### src/rtl/sgram_ctrl_pkg.sv
package sgram_ctrl_pkg;

  // {csN, rasN, casN, weN}
  typedef enum logic [3:0] {
    CMD_MRS = 4'b0000,
    CMD_REF = 4'b0001,
    CMD_PRE = 4'b0010,
    CMD_ACT = 4'b0011,
    CMD_WR  = 4'b0100,
    CMD_RD  = 4'b0101,
    CMD_NOP = 4'b0111
  } cmd_e;

  typedef enum logic [1:0] {
    ADR_ROW,
    ADR_COL,
    ADR_MODE,
    ADR_ALL
  } adrSel_e;

  typedef struct packed {
    cmd_e    cmd;
    adrSel_e adrSel;
    logic    latch;
  } strobe_t;

endpackage

### src/rtl/sgram_ctrl_reftmr.sv
module sgram_ctrl_reftmr #(
  parameter int T_REFI = 3120
) (
  input  logic clk,
  input  logic rstN,
  input  logic enable,
  input  logic refTaken,
  output logic refDue
);
  localparam int CW = $clog2(T_REFI + 1);

  logic [CW-1:0] cntQ;

  always_ff @(posedge clk) begin
    if (!rstN) begin
      cntQ   <= CW'(T_REFI - 1);
      refDue <= 1'b0;
    end else begin
      if (!enable) begin
        cntQ <= CW'(T_REFI - 1);
      end else if (cntQ == '0) begin
        cntQ <= CW'(T_REFI - 1);
      end else begin
        cntQ <= cntQ - 1'b1;
      end
      if (enable && cntQ == '0) begin
        refDue <= 1'b1;
      end else if (refTaken) begin
        refDue <= 1'b0;
      end
    end
  end
endmodule

### src/rtl/sgram_ctrl_fsm.sv
module sgram_ctrl_fsm
  import sgram_ctrl_pkg::*;
#(
  parameter int CAS_LAT   = 3,
  parameter int T_POWERUP = 40000,
  parameter int T_RC      = 11,
  parameter int T_RCD     = 3,
  parameter int T_RP      = 3,
  parameter int T_MRD     = 2,
  parameter int T_WR      = 2
) (
  input  logic    clk,
  input  logic    rstN,
  input  logic    reqValid,
  input  logic    reqIsWr,
  input  logic    refDue,
  output logic    reqReady,
  output logic    initDone,
  output logic    refTaken,
  output strobe_t strobe
);
  localparam int REC_A   = T_RC - T_RCD;
  localparam int REC_B   = T_WR + T_RP;
  localparam int REC_C   = CAS_LAT + T_RP;
  localparam int REC_AB  = (REC_A > REC_B) ? REC_A : REC_B;
  localparam int T_RWREC = (REC_AB > REC_C) ? REC_AB : REC_C;
  localparam int CW      = $clog2(T_POWERUP + T_RC + T_RWREC + 8);

  typedef enum logic [3:0] {
    S_PWR, S_PALL, S_IREF1, S_IREF2, S_MRS, S_WAIT, S_IDLE, S_REF, S_ACT, S_RW
  } st_e;

  st_e           state, stNxt, retQ, retNxt;
  logic [CW-1:0] cntQ, cntNxt;
  logic          initQ;

  always_comb begin
    stNxt  = state;
    retNxt = retQ;
    cntNxt = cntQ;
    strobe = '{cmd: CMD_NOP, adrSel: ADR_ROW, latch: 1'b0};
    case (state)
      S_PWR: begin
        if (cntQ == '0) stNxt = S_PALL;
        else            cntNxt = cntQ - 1'b1;
      end
      S_PALL: begin
        strobe.cmd    = CMD_PRE;
        strobe.adrSel = ADR_ALL;
        cntNxt = CW'(T_RP - 2);
        retNxt = S_IREF1;
        stNxt  = S_WAIT;
      end
      S_IREF1, S_IREF2: begin
        strobe.cmd = CMD_REF;
        cntNxt = CW'(T_RC - 2);
        retNxt = (state == S_IREF1) ? S_IREF2 : S_MRS;
        stNxt  = S_WAIT;
      end
      S_MRS: begin
        strobe.cmd    = CMD_MRS;
        strobe.adrSel = ADR_MODE;
        cntNxt = CW'(T_MRD - 2);
        retNxt = S_IDLE;
        stNxt  = S_WAIT;
      end
      S_WAIT: begin
        if (cntQ == '0) stNxt = retQ;
        else            cntNxt = cntQ - 1'b1;
      end
      S_IDLE: begin
        if (refDue) begin
          stNxt = S_REF;
        end else if (reqValid) begin
          strobe.latch = 1'b1;
          stNxt = S_ACT;
        end
      end
      S_REF: begin
        strobe.cmd = CMD_REF;
        cntNxt = CW'(T_RC - 2);
        retNxt = S_IDLE;
        stNxt  = S_WAIT;
      end
      S_ACT: begin
        strobe.cmd    = CMD_ACT;
        strobe.adrSel = ADR_ROW;
        cntNxt = CW'(T_RCD - 2);
        retNxt = S_RW;
        stNxt  = S_WAIT;
      end
      S_RW: begin
        strobe.cmd    = reqIsWr ? CMD_WR : CMD_RD;
        strobe.adrSel = ADR_COL;
        cntNxt = CW'(T_RWREC - 2);
        retNxt = S_IDLE;
        stNxt  = S_WAIT;
      end
      default: stNxt = S_IDLE;
    endcase
  end

  always_ff @(posedge clk) begin
    if (!rstN) begin
      state <= S_PWR;
      retQ  <= S_IDLE;
      cntQ  <= CW'(T_POWERUP - 1);
      initQ <= 1'b0;
    end else begin
      state <= stNxt;
      retQ  <= retNxt;
      cntQ  <= cntNxt;
      if (state == S_MRS) initQ <= 1'b1;
    end
  end

  assign reqReady = (state == S_IDLE) && !refDue;
  assign refTaken = (state == S_REF);
  assign initDone = initQ;
endmodule

### src/rtl/sgram_ctrl_dp.sv
module sgram_ctrl_dp
  import sgram_ctrl_pkg::*;
#(
  parameter int BANK_W  = 1,
  parameter int ROW_W   = 11,
  parameter int COL_W   = 8,
  parameter int DATA_W  = 32,
  parameter int CAS_LAT = 3,
  localparam int ADDR_W = BANK_W + ROW_W + COL_W,
  localparam int BE_W   = DATA_W / 8
) (
  input  logic              clk,
  input  logic              rstN,
  input  strobe_t           strobe,
  input  logic              reqWrite,
  input  logic [ADDR_W-1:0] reqAddr,
  input  logic [DATA_W-1:0] reqWdata,
  input  logic [BE_W-1:0]   reqBe,
  output logic              reqIsWr,
  output logic              rspValid,
  output logic [DATA_W-1:0] rspData,
  output logic              sdCsN,
  output logic              sdRasN,
  output logic              sdCasN,
  output logic              sdWeN,
  output logic [BANK_W-1:0] sdBs,
  output logic [ROW_W-1:0]  sdAddr,
  output logic [BE_W-1:0]   sdDqm,
  output logic [DATA_W-1:0] sdDqOut,
  output logic              sdDqOe,
  input  logic [DATA_W-1:0] sdDqIn
);
  localparam int AP_BIT = COL_W;
  localparam logic [ROW_W-1:0] AP_MASK   = ROW_W'(1) << AP_BIT;
  localparam logic [ROW_W-1:0] MODE_WORD = ROW_W'(CAS_LAT) << 4;

  logic [BANK_W-1:0] bankQ;
  logic [ROW_W-1:0]  rowQ;
  logic [COL_W-1:0]  colQ;
  logic [DATA_W-1:0] wdataQ;
  logic [BE_W-1:0]   beQ;
  logic              wrQ;
  logic [ROW_W-1:0]  adrNxt;
  logic [BANK_W-1:0] bsNxt;
  logic              pinIsRd;
  logic [CAS_LAT-1:0] rdPipe;

  always_ff @(posedge clk) begin
    if (!rstN) begin
      bankQ  <= '0;
      rowQ   <= '0;
      colQ   <= '0;
      wdataQ <= '0;
      beQ    <= '0;
      wrQ    <= 1'b0;
    end else if (strobe.latch) begin
      {bankQ, rowQ, colQ} <= reqAddr;
      wdataQ <= reqWdata;
      beQ    <= reqBe;
      wrQ    <= reqWrite;
    end
  end

  assign reqIsWr = wrQ;

  always_comb begin
    bsNxt = bankQ;
    case (strobe.adrSel)
      ADR_ROW:  adrNxt = rowQ;
      ADR_COL:  adrNxt = ROW_W'(colQ) | AP_MASK;
      ADR_MODE: begin adrNxt = MODE_WORD; bsNxt = '0; end
      default:  begin adrNxt = AP_MASK;   bsNxt = '0; end
    endcase
  end

  always_ff @(posedge clk) begin
    if (!rstN) begin
      {sdCsN, sdRasN, sdCasN, sdWeN} <= CMD_NOP;
      sdBs    <= '0;
      sdAddr  <= '0;
      sdDqm   <= '0;
      sdDqOut <= '0;
      sdDqOe  <= 1'b0;
    end else begin
      {sdCsN, sdRasN, sdCasN, sdWeN} <= strobe.cmd;
      sdBs   <= bsNxt;
      sdAddr <= adrNxt;
      if (strobe.cmd == CMD_WR) begin
        sdDqOut <= wdataQ;
        sdDqm   <= ~beQ;
        sdDqOe  <= 1'b1;
      end else begin
        sdDqm  <= '0;
        sdDqOe <= 1'b0;
      end
    end
  end

  assign pinIsRd = ({sdCsN, sdRasN, sdCasN, sdWeN} == CMD_RD);

  generate
    if (CAS_LAT == 1) begin : g_cl1
      always_ff @(posedge clk) begin
        if (!rstN) rdPipe <= '0;
        else       rdPipe <= pinIsRd;
      end
    end else begin : g_cln
      always_ff @(posedge clk) begin
        if (!rstN) rdPipe <= '0;
        else       rdPipe <= {rdPipe[CAS_LAT-2:0], pinIsRd};
      end
    end
  endgenerate

  always_ff @(posedge clk) begin
    if (!rstN) begin
      rspValid <= 1'b0;
      rspData  <= '0;
    end else begin
      rspValid <= rdPipe[CAS_LAT-1];
      if (rdPipe[CAS_LAT-1]) rspData <= sdDqIn;
    end
  end
endmodule

### src/rtl/sgram_ctrl.sv
module sgram_ctrl
  import sgram_ctrl_pkg::*;
#(
  parameter int BANK_W    = 1,
  parameter int ROW_W     = 11,
  parameter int COL_W     = 8,
  parameter int DATA_W    = 32,
  parameter int CAS_LAT   = 3,
  parameter int T_POWERUP = 40000,
  parameter int T_REFI    = 3120,
  parameter int T_RC      = 11,
  parameter int T_RCD     = 3,
  parameter int T_RP      = 3,
  parameter int T_MRD     = 2,
  parameter int T_WR      = 2,
  localparam int ADDR_W   = BANK_W + ROW_W + COL_W,
  localparam int BE_W     = DATA_W / 8
) (
  input  logic              clk,
  input  logic              rstN,
  input  logic              reqValid,
  output logic              reqReady,
  input  logic              reqWrite,
  input  logic [ADDR_W-1:0] reqAddr,
  input  logic [DATA_W-1:0] reqWdata,
  input  logic [BE_W-1:0]   reqBe,
  output logic              rspValid,
  output logic [DATA_W-1:0] rspData,
  output logic              sdCsN,
  output logic              sdRasN,
  output logic              sdCasN,
  output logic              sdWeN,
  output logic [BANK_W-1:0] sdBs,
  output logic [ROW_W-1:0]  sdAddr,
  output logic [BE_W-1:0]   sdDqm,
  output logic [DATA_W-1:0] sdDqOut,
  output logic              sdDqOe,
  input  logic [DATA_W-1:0] sdDqIn
);
  strobe_t strobe;
  logic    reqIsWr, refDue, refTaken, initDone;

  sgram_ctrl_fsm #(
    .CAS_LAT(CAS_LAT), .T_POWERUP(T_POWERUP), .T_RC(T_RC), .T_RCD(T_RCD),
    .T_RP(T_RP), .T_MRD(T_MRD), .T_WR(T_WR)
  ) u_fsm (
    .clk(clk), .rstN(rstN), .reqValid(reqValid), .reqIsWr(reqIsWr),
    .refDue(refDue), .reqReady(reqReady), .initDone(initDone),
    .refTaken(refTaken), .strobe(strobe)
  );

  sgram_ctrl_reftmr #(.T_REFI(T_REFI)) u_ref (
    .clk(clk), .rstN(rstN), .enable(initDone), .refTaken(refTaken), .refDue(refDue)
  );

  sgram_ctrl_dp #(
    .BANK_W(BANK_W), .ROW_W(ROW_W), .COL_W(COL_W), .DATA_W(DATA_W), .CAS_LAT(CAS_LAT)
  ) u_dp (
    .clk(clk), .rstN(rstN), .strobe(strobe), .reqWrite(reqWrite), .reqAddr(reqAddr),
    .reqWdata(reqWdata), .reqBe(reqBe), .reqIsWr(reqIsWr), .rspValid(rspValid),
    .rspData(rspData), .sdCsN(sdCsN), .sdRasN(sdRasN), .sdCasN(sdCasN), .sdWeN(sdWeN),
    .sdBs(sdBs), .sdAddr(sdAddr), .sdDqm(sdDqm), .sdDqOut(sdDqOut), .sdDqOe(sdDqOe),
    .sdDqIn(sdDqIn)
  );
endmodule

### config.mk
export PLATFORM = sky130hd
export DESIGN_NAME = sgram_ctrl
export DESIGN_NICKNAME = d
export VERILOG_FILES = /design/src/rtl/sgram_ctrl_pkg.sv /design/src/rtl/sgram_ctrl_reftmr.sv /design/src/rtl/sgram_ctrl_fsm.sv /design/src/rtl/sgram_ctrl_dp.sv /design/src/rtl/sgram_ctrl.sv
export SDC_FILE = /design/constraint.sdc
export NUM_CORES = 1
export LEC_CHECK = 0
export ABC_AREA = 1
export BUFFER_PORTS_ARGS = -buffer_cell sky130_fd_sc_hd__buf_2
export CORE_ASPECT_RATIO = 0.9
export CORE_UTILIZATION = 46
export DETAILED_ROUTE_END_ITERATION = 7
export PLACE_DENSITY_LB_ADDON = 0.05
export SLEW_MARGIN = 20
export SYNTH_ARGS = -nofsm -noshare
export SYNTH_HDL_FRONTEND = slang
export SYNTH_SLANG_ARGS = --single-unit
### constraint.sdc
create_clock -name clk -period 1.3 [get_ports clk]
set_input_delay 0.065 -clock clk [delete_from_list [all_inputs] [get_ports clk]]
set_output_delay 0.065 -clock clk [all_outputs]
set_load 0.05 [all_outputs]
==> flow_summary.toml <==
[run_status]
status = "finished, violations left"
violations = "negative setup slack"

[min_path]
hold_start = "rstN"
min_path_type = "input pin to flip-flop"

[cts]
htreeDepth = 4
clockBufferDepth = 2
numCtsBuffers = 17
cts_tree = "yes"
clock_latency_ps = 440
clkSlewWorstSetupHoldPaths_ps = 70
cts_root_buf = "clkbuf_16"
cts_sinks = 183

[floorplanning]
design.die.area_sq_mm = 0.01605
core-area_sq_mm = 0.01492
initial_core_util_pct = 47.92
rows = 42
die_height_um = 120.3
io_pins = 179
die_w_um = 133.4

[synth]
synth_ff_type = "dfxtp_1"
seq_area_frac_synth_pct = 51.22
synth-seq-cells = 183
synth_area_per_cell_sq_um = 7.765
ys_warn_count = 0
netlist_area_sq_mm = 0.007152
syn_nets = 1016
netlist_instances = 921
synth_edf_count = 0
yosysUniqueCellTypes = 37
ys_async_sr_fraction_pct = 0

[critical_path]
rr_startpoint = "u_fsm.state[2]"
critPathLaunch = "u_fsm.state[2]"
crit_type = "flip-flop to flip-flop"
cp_data_required_time_ps = 1660
start_kind = "flip-flop"
end_kind = "flip-flop"
cp.arrival_ps = 2000
worst-path-max-fanout = 14

[drt]
wirelength_um = 23660
drt.antenna.violating_nets = 0
drt_pass1_iterations = 5
vias = 7589
via_per_inst = 5.104
drt_iter0_drc = 429
wire_per_inst_um = 15.91
drcViolationCount = 0

[cells_and_area]
diodes = 0
final_net_count = 1371
final_util_pct = 77.70
drive_gt1_share_pct = 42.20
area_growth_pct = 62.14

[power]
irDropWorstVdd_uv = 977.5
power_density_mw_per_mm2 = 1518
p_leak_uw = 0.005049

[timing]
timing.hold.ws_ps = 112.0
max_slew_margin_pct = 65.61
setup_viol = 140
period_needed_ps = 1636
skew_ps = 9.306
rsz0062_at_grt = "yes"
tightest_slew_ps = 515.8
post-route-worst-setup-slack_ps = -335.5
layout_worst_path_cycle_share_pct = 125.8
drv_slew = 0
max_freq_mhz = 611.4
hold_viol = 0

[global_routing]
grt_pass1_wl_um = 33360
antenna_found_initial = 0
grt_max_degree = 51
grt_usage_pct = 25.94
grt_pass1_vias = 7029
overflow = 0

[placed_design]
place_congestion = 0.9199
dp_hpwl_um = 12370
portBuffers = 177

[flow_run]
drv_cap = 0
==> state kept, by name, indices dropped and copies added, names as in the netlist, 8 cells and up <==
name,flops
u_dp.colQ,8
u_dp.wdataQ,32
u_fsm.cntQ,16
u_dp.rspData,32
u_dp.sdDqOut,32
u_dp.sdAddr,11
u_ref.cntQ,12
u_dp.rowQ,11
==> final timing paths <==
check	endpoint	cells past startpoint	slack [ps]
worst min-delay path	u_fsm.cntQ[3]	3	110
worst max-delay path	u_dp.sdDqOut[4]	9	-340
worst max register to register	u_dp.sdDqOut[4]	9	-340
worst min register to register	u_ref.cntQ[0]	1	410
==> synthesized netlist by cell type (6+ instances only) <==
cell type | count | share of area, %
a21oi_2 | 6 | 0.73
nor3_1 | 7 | 0.49
buf_2 | 11 | 0.77
nand3_1 | 57 | 4.0
inv_2 | 9 | 0.47
clkbuf_1 | 26 | 1.4
nor2_2 | 6 | 0.52
inv_1 | 71 | 3.7
o21ai_2 | 6 | 0.73
nand2_1 | 140 | 7.3
a21oi_1 | 103 | 7.2
o21ai_1 | 30 | 2.1
o21ai_0 | 74 | 5.2
nor2_1 | 134 | 7.0
buf_6 | 10 | 1.6
dfxtp_1 | 183 | 51
==> worst max-delay path: stages (launching register included) <==
cell and delay [ps]:
dfxtp_4 370, nor2_2 160, nand2_1 130, nor2_2 130, inv_2 70, nor2_4 140, buf_4 140, buf_6 150
o21ai_0 110, a21oi_1 180
==> final cells by class <==
type | instances | area [sq um]
sequential | 183 | 3689
multi-input combinational | 607 | 3670
fill | 1024 | 3328
timing repair buffer | 387 | 3078
clock buffer | 17 | 425.4
inverter | 80 | 322.8
tap | 198 | 247.7
clock inverter | 15 | 163.9
==> where the power goes <==
group / internal, uW / switching [uW] / leakage [uW]
clock network: 2720 / 2430 / 0.000277
logic: 2610 / 3340 / 0.00329
registers: 6120 / 384 / 0.00148
==> placed cells by master (no fill, tap or decap), types with 3 or more instances in the layout <==
master / Yosys / layout
buf_2: 11 / 175
nor2_1: 134 / 109
clkbuf_16: 0 / 25
a21oi_2: 6 / 45
o21ai_2: 6 / 27
o21ai_1: 30 / 27
xor2_1: 4 / 4
buf_16: 0 / 3
o21bai_1: 3 / 3
nand4_1: 5 / 5
nand2_1: 140 / 92
nor3_1: 7 / 4
nor2_2: 6 / 18
nand2_2: 4 / 32
inv_1: 71 / 62
dfxtp_4: 0 / 4
buf_4: 4 / 84
buf_6: 10 / 18
inv_8: 0 / 3
nand3_1: 57 / 52
o21ai_4: 0 / 5
dlygate4sd3_1: 0 / 89
nand2_8: 0 / 3
xnor2_1: 5 / 5
buf_12: 0 / 9
inv_4: 0 / 4
nand2_4: 1 / 19
a21oi_1: 103 / 64
inv_2: 9 / 12
inv_6: 0 / 5
dfxtp_2: 0 / 8
clkinvlp_4: 0 / 4
nor2_4: 3 / 16
o21ai_0: 74 / 51
nand3_2: 0 / 5
dfxtp_1: 183 / 171
==> timing repair <==
item                                    in CTS  in global routing
hold buffers                                89                  0
endpoints found under the setup margin     132                142
pin swaps                                   18                 36
endpoints found under the hold margin       89                  0
gates cloned                                 3                 11
gates resized for setup                     76                193
buffers inserted                            12                 10
==> kinds of logic (layout without fill, tap and decap cells) <==
logic type	count (synthesis)	after routing	synth area share [%]
AND/OR/NAND/NOR	365	366	21.78
AO/OA/AOI/OAI	228	228	16.93
flip-flops	183	183	51.22
buffers and inverters	132	499	8.380
XOR/XNOR	9	9	1.102
adder cells (fa/ha/maj)	3	3	0.5249
other	1	1	0.05243
==> routing by layer <==
layer	track usage (%)	wire length (um)	vias up
li1	-	-	3716
met1	31.57	9568	3541
met2	43.68	12010	267
met3	6.918	1273	65
met4	10.01	810	0
met5	0	0	-
==> per-stage QoR <==
step	instances	cell area (sq um)	TNS, ps	setup WS [ps]	total power, uW
3_5_place_dp	1332	8751	-13340	-214.5	10870
5_1_grt	1487	11600	-32910	-444.5	18430
4_1_cts	1467	10660	-17520	-227.7	16760
3_3_place_gp	1332	8751	-11380	-148.2	10850
2_1_floorplan	921	7224	-3044	-103.6	9184
6_report	1487	11600	-22340	-335.5	17610
Power figures use the tool's default switching activity.
